--- src/rtl/lpm_pkg.sv ---
// Package: shared types for the link power controller.
// Assumes: state codes are visible on link_state_o and must not be reordered.
package lpm_pkg;

    typedef enum logic [2:0] {
        LS_L0     = 3'd0,
        LS_L0S    = 3'd1,
        LS_L1WAIT = 3'd2,
        LS_L1     = 3'd3,
        LS_RECOV  = 3'd4
    } link_st_e;

    localparam logic [1:0] DEV_D0 = 2'b00;

    // Policy bit positions; external software relies on them.
    localparam int POL_L0S_BIT = 0;
    localparam int POL_L1_BIT  = 1;

endpackage

--- src/rtl/lpm_idle_cnt.sv ---
// Module: counts consecutive idle cycles while counting is enabled and
// flags when each of two thresholds is met by the cycle being sampled.
// Assumes: a threshold of zero behaves like one; the count saturates.
module lpm_idle_cnt #(
    parameter int CNT_W = 8
) (
    input  logic             clk,
    input  logic             rst_n,
    input  logic             en_i,
    input  logic             idle_i,
    input  logic [CNT_W-1:0] l0s_lim_i,
    input  logic [CNT_W-1:0] l1_lim_i,
    output logic             hit_l0s_o,
    output logic             hit_l1_o
);
    localparam logic [CNT_W-1:0] CNT_MAX = '1;

    logic [CNT_W-1:0] cnt_q;
    logic [CNT_W-1:0] cnt_nxt;
    logic             run;

    // Purpose: next run length, cleared by traffic or when disabled.
    always_comb begin
        run = en_i && idle_i;
        if (!run) begin
            cnt_nxt = '0;
        end else if (cnt_q == CNT_MAX) begin
            cnt_nxt = CNT_MAX;
        end else begin
            cnt_nxt = cnt_q + 1'b1;
        end
    end

    // Purpose: hold the run length.
    always_ff @(posedge clk) begin
        if (!rst_n) begin
            cnt_q <= '0;
        end else begin
            cnt_q <= cnt_nxt;
        end
    end

    // Purpose: threshold flags for the cycle being sampled.
    always_comb begin
        hit_l0s_o = run && (cnt_nxt >= l0s_lim_i);
        hit_l1_o  = run && (cnt_nxt >= l1_lim_i);
    end

    AST_RUN_BREAK: assert property (@(posedge clk) disable iff (!rst_n)
        !(en_i && idle_i) |=> !hit_l0s_o || (l0s_lim_i <= 1));

endmodule

--- src/rtl/lpm_policy_dec.sv ---
// Module: turns the policy code and device state into permissions.
// Assumes: every device state other than D0 is treated as reduced.
module lpm_policy_dec
    import lpm_pkg::*;
(
    input  logic [1:0] policy_i,
    input  logic [1:0] dev_state_i,
    output logic       in_d0_o,
    output logic       allow_l0s_o,
    output logic       allow_l1_o,
    output logic       accept_l1_o
);
    // Purpose: derive per-feature permissions.
    always_comb begin
        in_d0_o     = (dev_state_i == DEV_D0);
        allow_l0s_o = policy_i[POL_L0S_BIT] && in_d0_o;
        allow_l1_o  = policy_i[POL_L1_BIT]  && in_d0_o;
        accept_l1_o = policy_i[POL_L1_BIT]  || !in_d0_o;
    end

endmodule

--- src/rtl/lpm_recov_timer.sv ---
// Module: measures the recovery phase; done is high in its last cycle.
// Assumes: RECOV_CYC >= 1; active_i stays high for the whole phase.
module lpm_recov_timer #(
    parameter int RECOV_CYC = 4
) (
    input  logic clk,
    input  logic rst_n,
    input  logic active_i,
    output logic done_o
);
    localparam int RW = $clog2(RECOV_CYC + 1);
    localparam logic [RW-1:0] LAST = RW'(RECOV_CYC - 1);

    logic [RW-1:0] cnt_q;

    // Purpose: count cycles spent in recovery, clear outside it.
    always_ff @(posedge clk) begin
        if (!rst_n) begin
            cnt_q <= '0;
        end else if (!active_i || done_o) begin
            cnt_q <= '0;
        end else begin
            cnt_q <= cnt_q + 1'b1;
        end
    end

    // Purpose: flag the final recovery cycle.
    always_comb begin
        done_o = active_i && (cnt_q == LAST);
    end

endmodule

--- src/rtl/link_pm_ctrl.sv ---
// Module: per-port link power state controller. Chooses between active,
// transmit standby and deep standby from the policy code, the idle input
// and the device power state, and runs the pulse handshake with the partner.
// Assumes: partner pulses are one cycle wide and already synchronous.
module link_pm_ctrl
    import lpm_pkg::*;
#(
    parameter int CNT_W     = 8,
    parameter int RECOV_CYC = 4
) (
    input  logic             clk,
    input  logic             rst_n,
    input  logic [1:0]       policy_i,
    input  logic [1:0]       dev_state_i,
    input  logic             tx_idle_i,
    input  logic [CNT_W-1:0] l0s_limit_i,
    input  logic [CNT_W-1:0] l1_limit_i,
    input  logic             l1_req_in_i,
    input  logic             l1_ack_in_i,
    input  logic             l1_nak_in_i,
    output logic             l1_req_o,
    output logic             l1_ack_o,
    output logic             l1_nak_o,
    output logic             tx_l0s_o,
    output logic             pkt_block_o,
    output logic [2:0]       link_state_o
);
    link_st_e st_q, st_d;
    logic     sw_q, sw_d;
    logic     req_d, ack_d, nak_d;
    logic     req_q, ack_q, nak_q;
    logic     in_d0, allow_l0s, allow_l1, accept_l1;
    logic     hit_l0s, hit_l1, recov_done, awake;

    assign awake = (st_q == LS_L0) || (st_q == LS_L0S);

    lpm_policy_dec u_pol (
        .policy_i    (policy_i),
        .dev_state_i (dev_state_i),
        .in_d0_o     (in_d0),
        .allow_l0s_o (allow_l0s),
        .allow_l1_o  (allow_l1),
        .accept_l1_o (accept_l1)
    );

    lpm_idle_cnt #(.CNT_W(CNT_W)) u_idle (
        .clk       (clk),
        .rst_n     (rst_n),
        .en_i      (awake),
        .idle_i    (tx_idle_i),
        .l0s_lim_i (l0s_limit_i),
        .l1_lim_i  (l1_limit_i),
        .hit_l0s_o (hit_l0s),
        .hit_l1_o  (hit_l1)
    );

    lpm_recov_timer #(.RECOV_CYC(RECOV_CYC)) u_recov (
        .clk      (clk),
        .rst_n    (rst_n),
        .active_i (st_q == LS_RECOV),
        .done_o   (recov_done)
    );

    // Purpose: next state and handshake pulses, partner request first.
    always_comb begin
        st_d  = st_q;
        sw_d  = sw_q;
        req_d = 1'b0;
        ack_d = 1'b0;
        nak_d = 1'b0;
        unique case (st_q)
            LS_L0, LS_L0S: begin
                if (l1_req_in_i) begin
                    if (accept_l1) begin
                        ack_d = 1'b1;
                        st_d  = LS_L1;
                        sw_d  = !in_d0;
                    end else begin
                        nak_d = 1'b1;
                        if (st_q == LS_L0S && !tx_idle_i) begin
                            st_d = LS_L0;
                        end
                    end
                end else if (!in_d0) begin
                    req_d = 1'b1;
                    st_d  = LS_L1WAIT;
                end else if (hit_l1 && allow_l1) begin
                    req_d = 1'b1;
                    st_d  = LS_L1WAIT;
                end else if (st_q == LS_L0 && hit_l0s && allow_l0s) begin
                    st_d = LS_L0S;
                end else if (st_q == LS_L0S && !tx_idle_i) begin
                    st_d = LS_L0;
                end
            end
            LS_L1WAIT: begin
                if (l1_ack_in_i) begin
                    st_d = LS_L1;
                    sw_d = !in_d0;
                end else if (l1_nak_in_i) begin
                    st_d = LS_L0;
                end
            end
            LS_L1: begin
                if (in_d0 && (!tx_idle_i || sw_q)) begin
                    st_d = LS_RECOV;
                end
            end
            LS_RECOV: begin
                sw_d = 1'b0;
                if (recov_done) begin
                    st_d = LS_L0;
                end
            end
            default: begin
                st_d = LS_L0;
                sw_d = 1'b0;
            end
        endcase
    end

    // Purpose: state, software-entry flag and pulse registers.
    always_ff @(posedge clk) begin
        if (!rst_n) begin
            st_q  <= LS_L0;
            sw_q  <= 1'b0;
            req_q <= 1'b0;
            ack_q <= 1'b0;
            nak_q <= 1'b0;
        end else begin
            st_q  <= st_d;
            sw_q  <= sw_d;
            req_q <= req_d;
            ack_q <= ack_d;
            nak_q <= nak_d;
        end
    end

    // Purpose: drive the outputs from registered state.
    always_comb begin
        l1_req_o     = req_q;
        l1_ack_o     = ack_q;
        l1_nak_o     = nak_q;
        tx_l0s_o     = (st_q == LS_L0S);
        pkt_block_o  = (st_q != LS_L0);
        link_state_o = st_q;
    end

    AST_SINGLE_PULSE: assert property (@(posedge clk) disable iff (!rst_n)
        $countones({l1_req_o, l1_ack_o, l1_nak_o}) <= 1);

    AST_ACK_LEGAL: assert property (@(posedge clk) disable iff (!rst_n)
        l1_ack_o |-> $past(policy_i[POL_L1_BIT] || dev_state_i != DEV_D0));

    AST_NAK_LEGAL: assert property (@(posedge clk) disable iff (!rst_n)
        l1_nak_o |-> $past(!policy_i[POL_L1_BIT] && dev_state_i == DEV_D0));

    AST_L0S_LEGAL: assert property (@(posedge clk) disable iff (!rst_n)
        $rose(tx_l0s_o) |-> $past(policy_i[POL_L0S_BIT] && dev_state_i == DEV_D0));

    AST_L1_EXIT_RECOV: assert property (@(posedge clk) disable iff (!rst_n)
        ($past(link_state_o) == 3'd3) |-> (link_state_o == 3'd3 || link_state_o == 3'd4));

    AST_SW_REQUEST: assert property (@(posedge clk) disable iff (!rst_n)
        (awake && dev_state_i != DEV_D0 && !l1_req_in_i) |=> l1_req_o);

    AST_NO_LATE_ANSWER: assert property (@(posedge clk) disable iff (!rst_n)
        (l1_req_in_i && !awake) |=> !(l1_ack_o || l1_nak_o));

endmodule

--- config.mk ---
export PLATFORM = sky130hd
export DESIGN_NAME = link_pm_ctrl
export DESIGN_NICKNAME = d
export VERILOG_FILES = /design/src/rtl/lpm_pkg.sv /design/src/rtl/lpm_idle_cnt.sv /design/src/rtl/lpm_policy_dec.sv /design/src/rtl/lpm_recov_timer.sv /design/src/rtl/link_pm_ctrl.sv
export SDC_FILE = /design/constraint.sdc
export NUM_CORES = 1
export LEC_CHECK = 0
export CAP_MARGIN = 20
export CORE_MARGIN = 2
export CORE_UTILIZATION = 27
export DETAILED_ROUTE_END_ITERATION = 8
export PLACE_DENSITY = 0.56
export SYNTH_ARGS = -nofsm -noshare
export SYNTH_HDL_FRONTEND = slang
export SYNTH_HIERARCHICAL = 1
export SYNTH_SLANG_ARGS = --single-unit
--- constraint.sdc ---
create_clock -name clk -period 7.4 [get_ports clk]
set_input_delay 1.48 -clock clk [delete_from_list [all_inputs] [get_ports clk]]
set_output_delay 1.48 -clock clk [all_outputs]
set_load 0.05 [all_outputs]
==> results of run 1 <==
[cell usage after synthesis, drive strengths merged (3+ instances only)]
cell | n | area share
a211oi | 3 | 0.017
a21o | 4 | 0.023
a21oi | 7 | 0.026
a31oi | 4 | 0.018
and2 | 3 | 0.016
and2b | 3 | 0.018
dfxtp | 18 | 0.27
ha | 19 | 0.18
inv | 21 | 0.058
nand2 | 8 | 0.022
nand3 | 7 | 0.026
nand4 | 4 | 0.018
nor2 | 23 | 0.068
nor3b | 3 | 0.020
o21ai | 4 | 0.018
[final timing paths]
check	from	endpoint	slack, ns
setup / recovery	tx_idle_i	link_state_o[0]$_SDFFE_PN0P_	3.71
hold / removal	u_idle/cnt_q[0]$_SDFF_PN0_	u_idle/cnt_q[0]$_SDFF_PN0_	0.54
setup reg to reg	u_idle/cnt_q[0]$_SDFF_PN0_	link_state_o[0]$_SDFFE_PN0P_	4.70
hold reg to reg	u_idle/cnt_q[0]$_SDFF_PN0_	u_idle/cnt_q[0]$_SDFF_PN0_	0.54
[per-layer routing]
metal	wire, microns	up-vias
met3	63	2
met2	1350	14
met1	1560	524
met5	0	-
li1	-	634
met4	36	0
[per-stage QoR]
stage	instances	setup slack, ns	total power, mW	utilization
after floorplan	160	4.25	0.158	-
after global placement	258	3.52	0.186	0.364
after detailed placement	258	3.41	0.186	0.364
after CTS	262	3.70	0.267	0.376
after global routing	262	3.51	0.278	0.376
final	262	3.71	0.264	0.376
[cells in the final DEF (no fill, tap or decap), drive strengths merged, types with 3 or more instances in the layout]
cell type / n
and2: 3
nor2: 23
a211oi: 3
a21oi: 7
dfxtp: 18
o21ai: 4
a31oi: 4
clkdlybuf4s50: 33
ha: 19
clkbuf: 4
nand4: 4
and2b: 3
inv: 21
a21o: 4
nand3: 7
nand2: 8
nor3b: 3
[power breakdown]
| group | internal, mW | total [mW] | switching (mW) |
|---|---|---|---|
| logic | 0.0343 | 0.0752 | 0.0409 |
| registers | 0.101 | 0.108 | 0.00689 |
| clock network | 0.0472 | 0.0804 | 0.0332 |
| total | 0.183 | 0.264 | 0.0810 |
[area by class of cell]
class,count,share of cell area
Tap cell,67,0.0466
Timing Repair Buffer,33,0.184
Multi-Input combinational cell,119,0.495
Sequential cell,18,0.200
Inverter,21,0.0438
Clock buffer,4,0.0306
[kinds of logic after synthesis]
group | after synthesis | share of synthesized area
muxes | 2 | 0.0148
buffers and inverters | 23 | 0.0749
AOI/OAI and AO/OA | 31 | 0.168
and+or+nand+nor | 66 | 0.293
DFF | 18 | 0.266
adders and majority gates | 19 | 0.176
xor gates and xnor gates | 1 | 0.00648
[worst reg2reg max path: stages (launching register included)]
cell and delay, ns:
dfxtp_1 0.35, ha_1 0.25, and3_4 0.18, and4_4 0.20, nor2_1 0.17, nor2_1 0.09, ha_1 0.30, o211ai_1 0.08
a211o_1 0.30, a31oi_1 0.15, nand2_1 0.09, a21oi_1 0.19, a311oi_1 0.06, a31o_1 0.19
[state kept, by name, indices dropped and copies added, names as in the netlist]
signal	cells
sw_q	1
l1_req_o	1
u_idle/cnt_q	8
link_state_o	3
u_recov/cnt_q	3
l1_nak_o	1
l1_ack_o	1
==> results.md, run 1 <==
* Max-cap viol count at 0
* Post-synth ARST share at 0
* Tcrit/Tclk final at 0.498
* Layout cell share with drive strength beyond 1 at 0.118
* Die Height at around 75 microns
* Critical Path Start Type: input port
* Mapped Nets at just over 200
* Met3 Usage GRT at 0.0241
* Clk buf depth at 2
* Critical path's slowest cell: clkdlybuf4s50_1
* Max rail drop VDD at roughly 70 uV
* Core ar. at approximately 0.0048 sq mm
* Initial antenna violation count at 0
* First drt pass iteration count at 4
* Worst Hold Class: reg2reg
* ANT cells at 0
* Yosys warning count at 6
* I/O pin count at 34
* Post-synth cell types at between 40 and 50
* Leak pwr at ~0.82 nW
* Ys flop type: dfxtp_1
* Post-synthesis to final-layout area growth at 33.0%
* Area of the multi-input gates at 891 sq um
* Remaining antenna violation count at 0
* Via density at ~4.5
* Fill cells at 506
* Design area at 0.00180 sq mm
* Clk_skew at just under 0.009 ns
* Crit-path cells: clkdlybuf4s50_1 > nand2_1 > a21o_1 > ha_1 > o211ai_1 > a211o_1 > a31oi_1 > nand2_1 > a21oi_1 > a311oi_1 > a31o_1
* Worst hold stages at 1
* Largest fanout on the critical path at 10
* Chip Width at 74.8 microns
* Starting Density at 0.283
* Latest clock arrival within the worst-skew pair at between 0.2 and 0.3 ns
* Sequential Area at approximately 360 sq um
* Cell family with most CP delay: compound AO/OA/AOI/OAI gates
* Number of H-tree levels at 1
* Post-Syn Area per Cell at 8.45 sq um
* Critical Path Stages at 11
* Met1 usage at 0.173
* Worst path max stage delay at 0.53 ns
* Rows at 25
* GR Util All Layers at 0.121
* Hold-fix buffers, CTS at 0
* Hold WS at 0.537 ns
* Cells after Synth at 160
* Hpwl dp at between 2 and 3 mm
* Crit path kind: in2reg
* Clock root buffer: clkbuf_8
* Post-synthesis cell area at around 0.0014 sq mm
* Crit path DAT at roughly 3.8 ns
* Clock input transition at the sequential cells of the worst setup and hold paths at around 0.070 ns
* # resized after CTS at 0
* R2r worst-path depth at 13
* Area post-placement at 0.00174 sq mm
* # DRC at 0
* Crit. End Element: register
* Post-synth EDFFs at 0
* Num Clock Sinks at 18
* Number of CTS-inserted buffers at 3
* Routed wire length at about 3.0 mm
* Crit path required time at approximately 7.6 ns
* Vias at around 1200
* Die ar. at 0.00559 sq mm
* CTS tree: done
* Post-CTS setup buffer count at 0
* Met2 Resource Use GR at 0.186
* Final hold vios at 0
* Seq/Total Area, Yosys at 0.266
* Setup TNS at 0 ns
* Worst Path Buf+Inv at 1
* Gpl congestion at approximately 0.80
* Largest net degree at the start of global routing at 11
* Slew headroom at 0.664
* Vias in the first global route at 1169
* First-pass GRT wire length at between 5 and 6 mm
* Busiest layer in global routing: met2
* # nets final at 241
* Status: finished, final reports clean
* PortBufs at 33
* Tmin final at 3.69 ns
* Pwr/cell area at roughly 150 mW/mm^2
* Drt initial violations at 42
* GR Overflow Total at 0
* Critical path's most frequent cell: nand2_1
* WL per Instance at 11.5 microns
* Fmax at 271 MHz
* RSZ-0062 raised after global routing: false
* Synth Register Bits at 18
* Final setup fails at 0
* Max Slew Vio Count at 0
* Worst slew pin tran at ~0.50 ns
Note: power is estimated with default switching activity, not from simulation.
==> run 2: changes to the inputs <==
--- a/config.mk
+++ b/config.mk
@@ -9,7 +9,7 @@
 export CORE_MARGIN = 2
 export CORE_UTILIZATION = 27
 export DETAILED_ROUTE_END_ITERATION = 8
-export PLACE_DENSITY = 0.56
+export PLACE_DENSITY = 0.58
 export SYNTH_ARGS = -nofsm -noshare
 export SYNTH_HDL_FRONTEND = slang
 export SYNTH_HIERARCHICAL = 1
==> constraint.sdc (replaced) <==
create_clock -name clk -period 3.15 [get_ports clk]
set_input_delay 0.63 -clock clk [delete_from_list [all_inputs] [get_ports clk]]
set_output_delay 0.63 -clock clk [all_outputs]
set_load 0.05 [all_outputs]
==> results.md, run 2 (synthesis gave the netlist of run 1 again) <==
* Status: finished, final reports clean
* Largest fanout on the critical path at 7 (-3)
* Worst Hold Class: reg2reg
* Final hold vios at 0 (unchanged)
* Starting Density at 0.283 (unchanged)
* GR Util All Layers at 0.109 (-0.0118)
* Worst r2r src: u_idle/cnt_q[0]$_SDFF_PN0_
* Post-CTS setup buffer count at 0 (unchanged)
* Hpwl dp at 2.51 mm (-1.4%)
* Vias in the first global route at 1103 (-5.6%)
* Max-cap viol count at 0 (unchanged)
* Most frequent cells in the layout: clkdlybuf4s50_1 (33), inv_1 (21), nor2_1 (21)
* Clk_skew at 0.0105 ns (+0.00163 ns)
* Hold-fix buffers, CTS at 0 (unchanged)
* Layout cell share with drive strength beyond 1 at 0.127 (+0.00895)
* Tcrit/Tclk final at 0.852
* Die Height at 74.8 microns (unchanged)
* Crit path kind: in2reg
* Routed wire length at 2.89 mm (-3.9%)
* ANT cells at 0 (unchanged)
* Drt initial violations at 38 (-9.5%)
* Worst R2R Setup Slack at 0.47 ns (-4.23 ns)
* Met2 Resource Use GR at 0.169 (-0.0167)
* Chip Width at 74.8 microns (unchanged)
* First drt pass iteration count at 5 (+1)
* Hold EP: u_idle/cnt_q[0]$_SDFF_PN0_
* Fmax at 373 MHz
* Final setup fails at 0 (unchanged)
* Busiest layer in global routing: met2
* Die ar. at 0.00559 sq mm (unchanged)
* # nets final at 244 (+1.2%)
* Hold Path Origin: u_idle/cnt_q[0]$_SDFF_PN0_
* Clock root buffer: clkbuf_8
* Gpl congestion at 0.816 (+2.3%)
* Tmin final at between 2 and 3 ns
* Clk buf depth at 2 (unchanged)
* PortBufs at 33 (unchanged)
* Area of the multi-input gates at 891 sq um (unchanged)
* First-pass GRT wire length at 4.71 mm (-10%)
* Largest net degree at the start of global routing at 11 (unchanged)
* Crit. End Element: register
* R2r worst-path depth at 12 (-1)
* Post-synthesis to final-layout area growth at 33.7%
* RR Endpoint: link_state_o[0]$_SDFFE_PN0P_
* Num Clock Sinks at 18 (unchanged)
* # resized after CTS at 0 (unchanged)
* Core ar. at 0.00479 sq mm (unchanged)
* GR Overflow Total at 0 (unchanged)
* CTS tree: done
* Rows at 25 (unchanged)
* Crit path DAT at 2.83 ns (-1.01 ns)
* Hold WS at 0.513 ns (-0.0231 ns)
* Number of CTS-inserted buffers at 3 (unchanged)
* Clock input transition at the sequential cells of the worst setup and hold paths at 0.07 ns (about the same)
* Max reg flops at 8 (unchanged)
* Sequential Area at 360 sq um (unchanged)
* Initial antenna violation count at 0 (unchanged)
* Met1 usage at 0.153 (-0.0205)
* Max Slew Vio Count at 0 (unchanged)
* Critical Path Start Type: input port
* Remaining antenna violation count at 0 (unchanged)
* RSZ-0062 raised after global routing: false
* Setup TNS at 0 ns (unchanged)
* I/O pin count at 34 (unchanged)
* Commonest non-fill, non-tap cell in the layout: clkdlybuf4s50_1
* Slew headroom at 0.658 (-0.00654)
* Crit path required time at 3.30 ns (-4.25 ns)
* Via density at 4.58 (+2.1%)
* Pwr/cell area at 327 mW/mm^2 (+120%)
* Latest clock arrival within the worst-skew pair at 0.25 ns (about the same)
* Largest register by flop count: u_idle/cnt_q
* WL per Instance at 10.9 microns (-4.6%)
* Leak pwr at 0.823 nW (+0.89%)
* Number of H-tree levels at 1 (unchanged)
* Max rail drop VDD at 147 uV (+110%)
* Fill cells at 503 (-0.59%)
* Vias at 1208 (+2.9%)
* Worst hold stages at 1 (unchanged)
* Met3 Usage GRT at 0.0241 (unchanged)
* Worst slew pin tran at 0.512 ns (+0.00978 ns)
* # DRC at 0 (unchanged)
run 2: how the worst max path moves through the flow:
| stage | start | endpoint | slack [ns] | cells after the start |
|---|---|---|---|---|
| after floorplan | link_state_o[1]$_SDFFE_PN0P_ | link_state_o[0]$_SDFFE_PN0P_ | 0.57 | 12 |
| after global routing | tx_idle_i | link_state_o[0]$_SDFFE_PN0P_ | 0.24 | 12 |
| after CTS | tx_idle_i | link_state_o[0]$_SDFFE_PN0P_ | 0.45 | 11 |
| after detailed placement | tx_idle_i | link_state_o[0]$_SDFFE_PN0P_ | 0.18 | 11 |
| final | tx_idle_i | link_state_o[0]$_SDFFE_PN0P_ | 0.47 | 12 |
| after global placement | tx_idle_i | link_state_o[0]$_SDFFE_PN0P_ | 0.22 | 10 |
run 2: cell type report:
class	instances	area share
Multi-Input combinational cell	119	0.493
Sequential cell	18	0.199
Timing Repair Buffer	36	0.195
Tap cell	67	0.0464
Inverter	21	0.0436
Clock buffer	3	0.0228
run 2: where the power goes:
part	switching, mW	internal, mW	total, mW
Combinational	0.101	0.0855	0.186
Sequential	0.0103	0.238	0.248
Clock	0.0724	0.0848	0.157
Total	0.184	0.408	0.592
run 2: stage by stage:
step | cells | utilization | total power, mW | setup WS, ns | cell area [sq um]
3_5_place_dp | 261 | 0.369 | 0.441 | 0.176 | 1770
3_3_place_gp | 261 | 0.369 | 0.442 | 0.218 | 1770
4_1_cts | 264 | 0.378 | 0.601 | 0.452 | 1810
5_1_grt | 264 | 0.378 | 0.629 | 0.240 | 1810
6_report | 264 | 0.378 | 0.592 | 0.467 | 1810
2_1_floorplan | 160 | - | 0.370 | 0.568 | 1350
run 2: worst max-delay path, cell delays in order:
cell	delay, ns
clkdlybuf4s50_1	0.50
nand2_1	0.15
buf_4	0.19
nor2_1	0.16
ha_1	0.19
nand4_1	0.10
a211o_1	0.24
a31oi_1	0.13
nand2_1	0.08
a21oi_1	0.21
a311oi_1	0.07
a31o_1	0.19
run 2: routing by layer:
layer  vias to the layer above  routed length (microns)
met5                         -                        0
met4                         0                       25
met3                         2                       78
met2                        17                     1350
met1                       546                     1430
li1                        643                        -
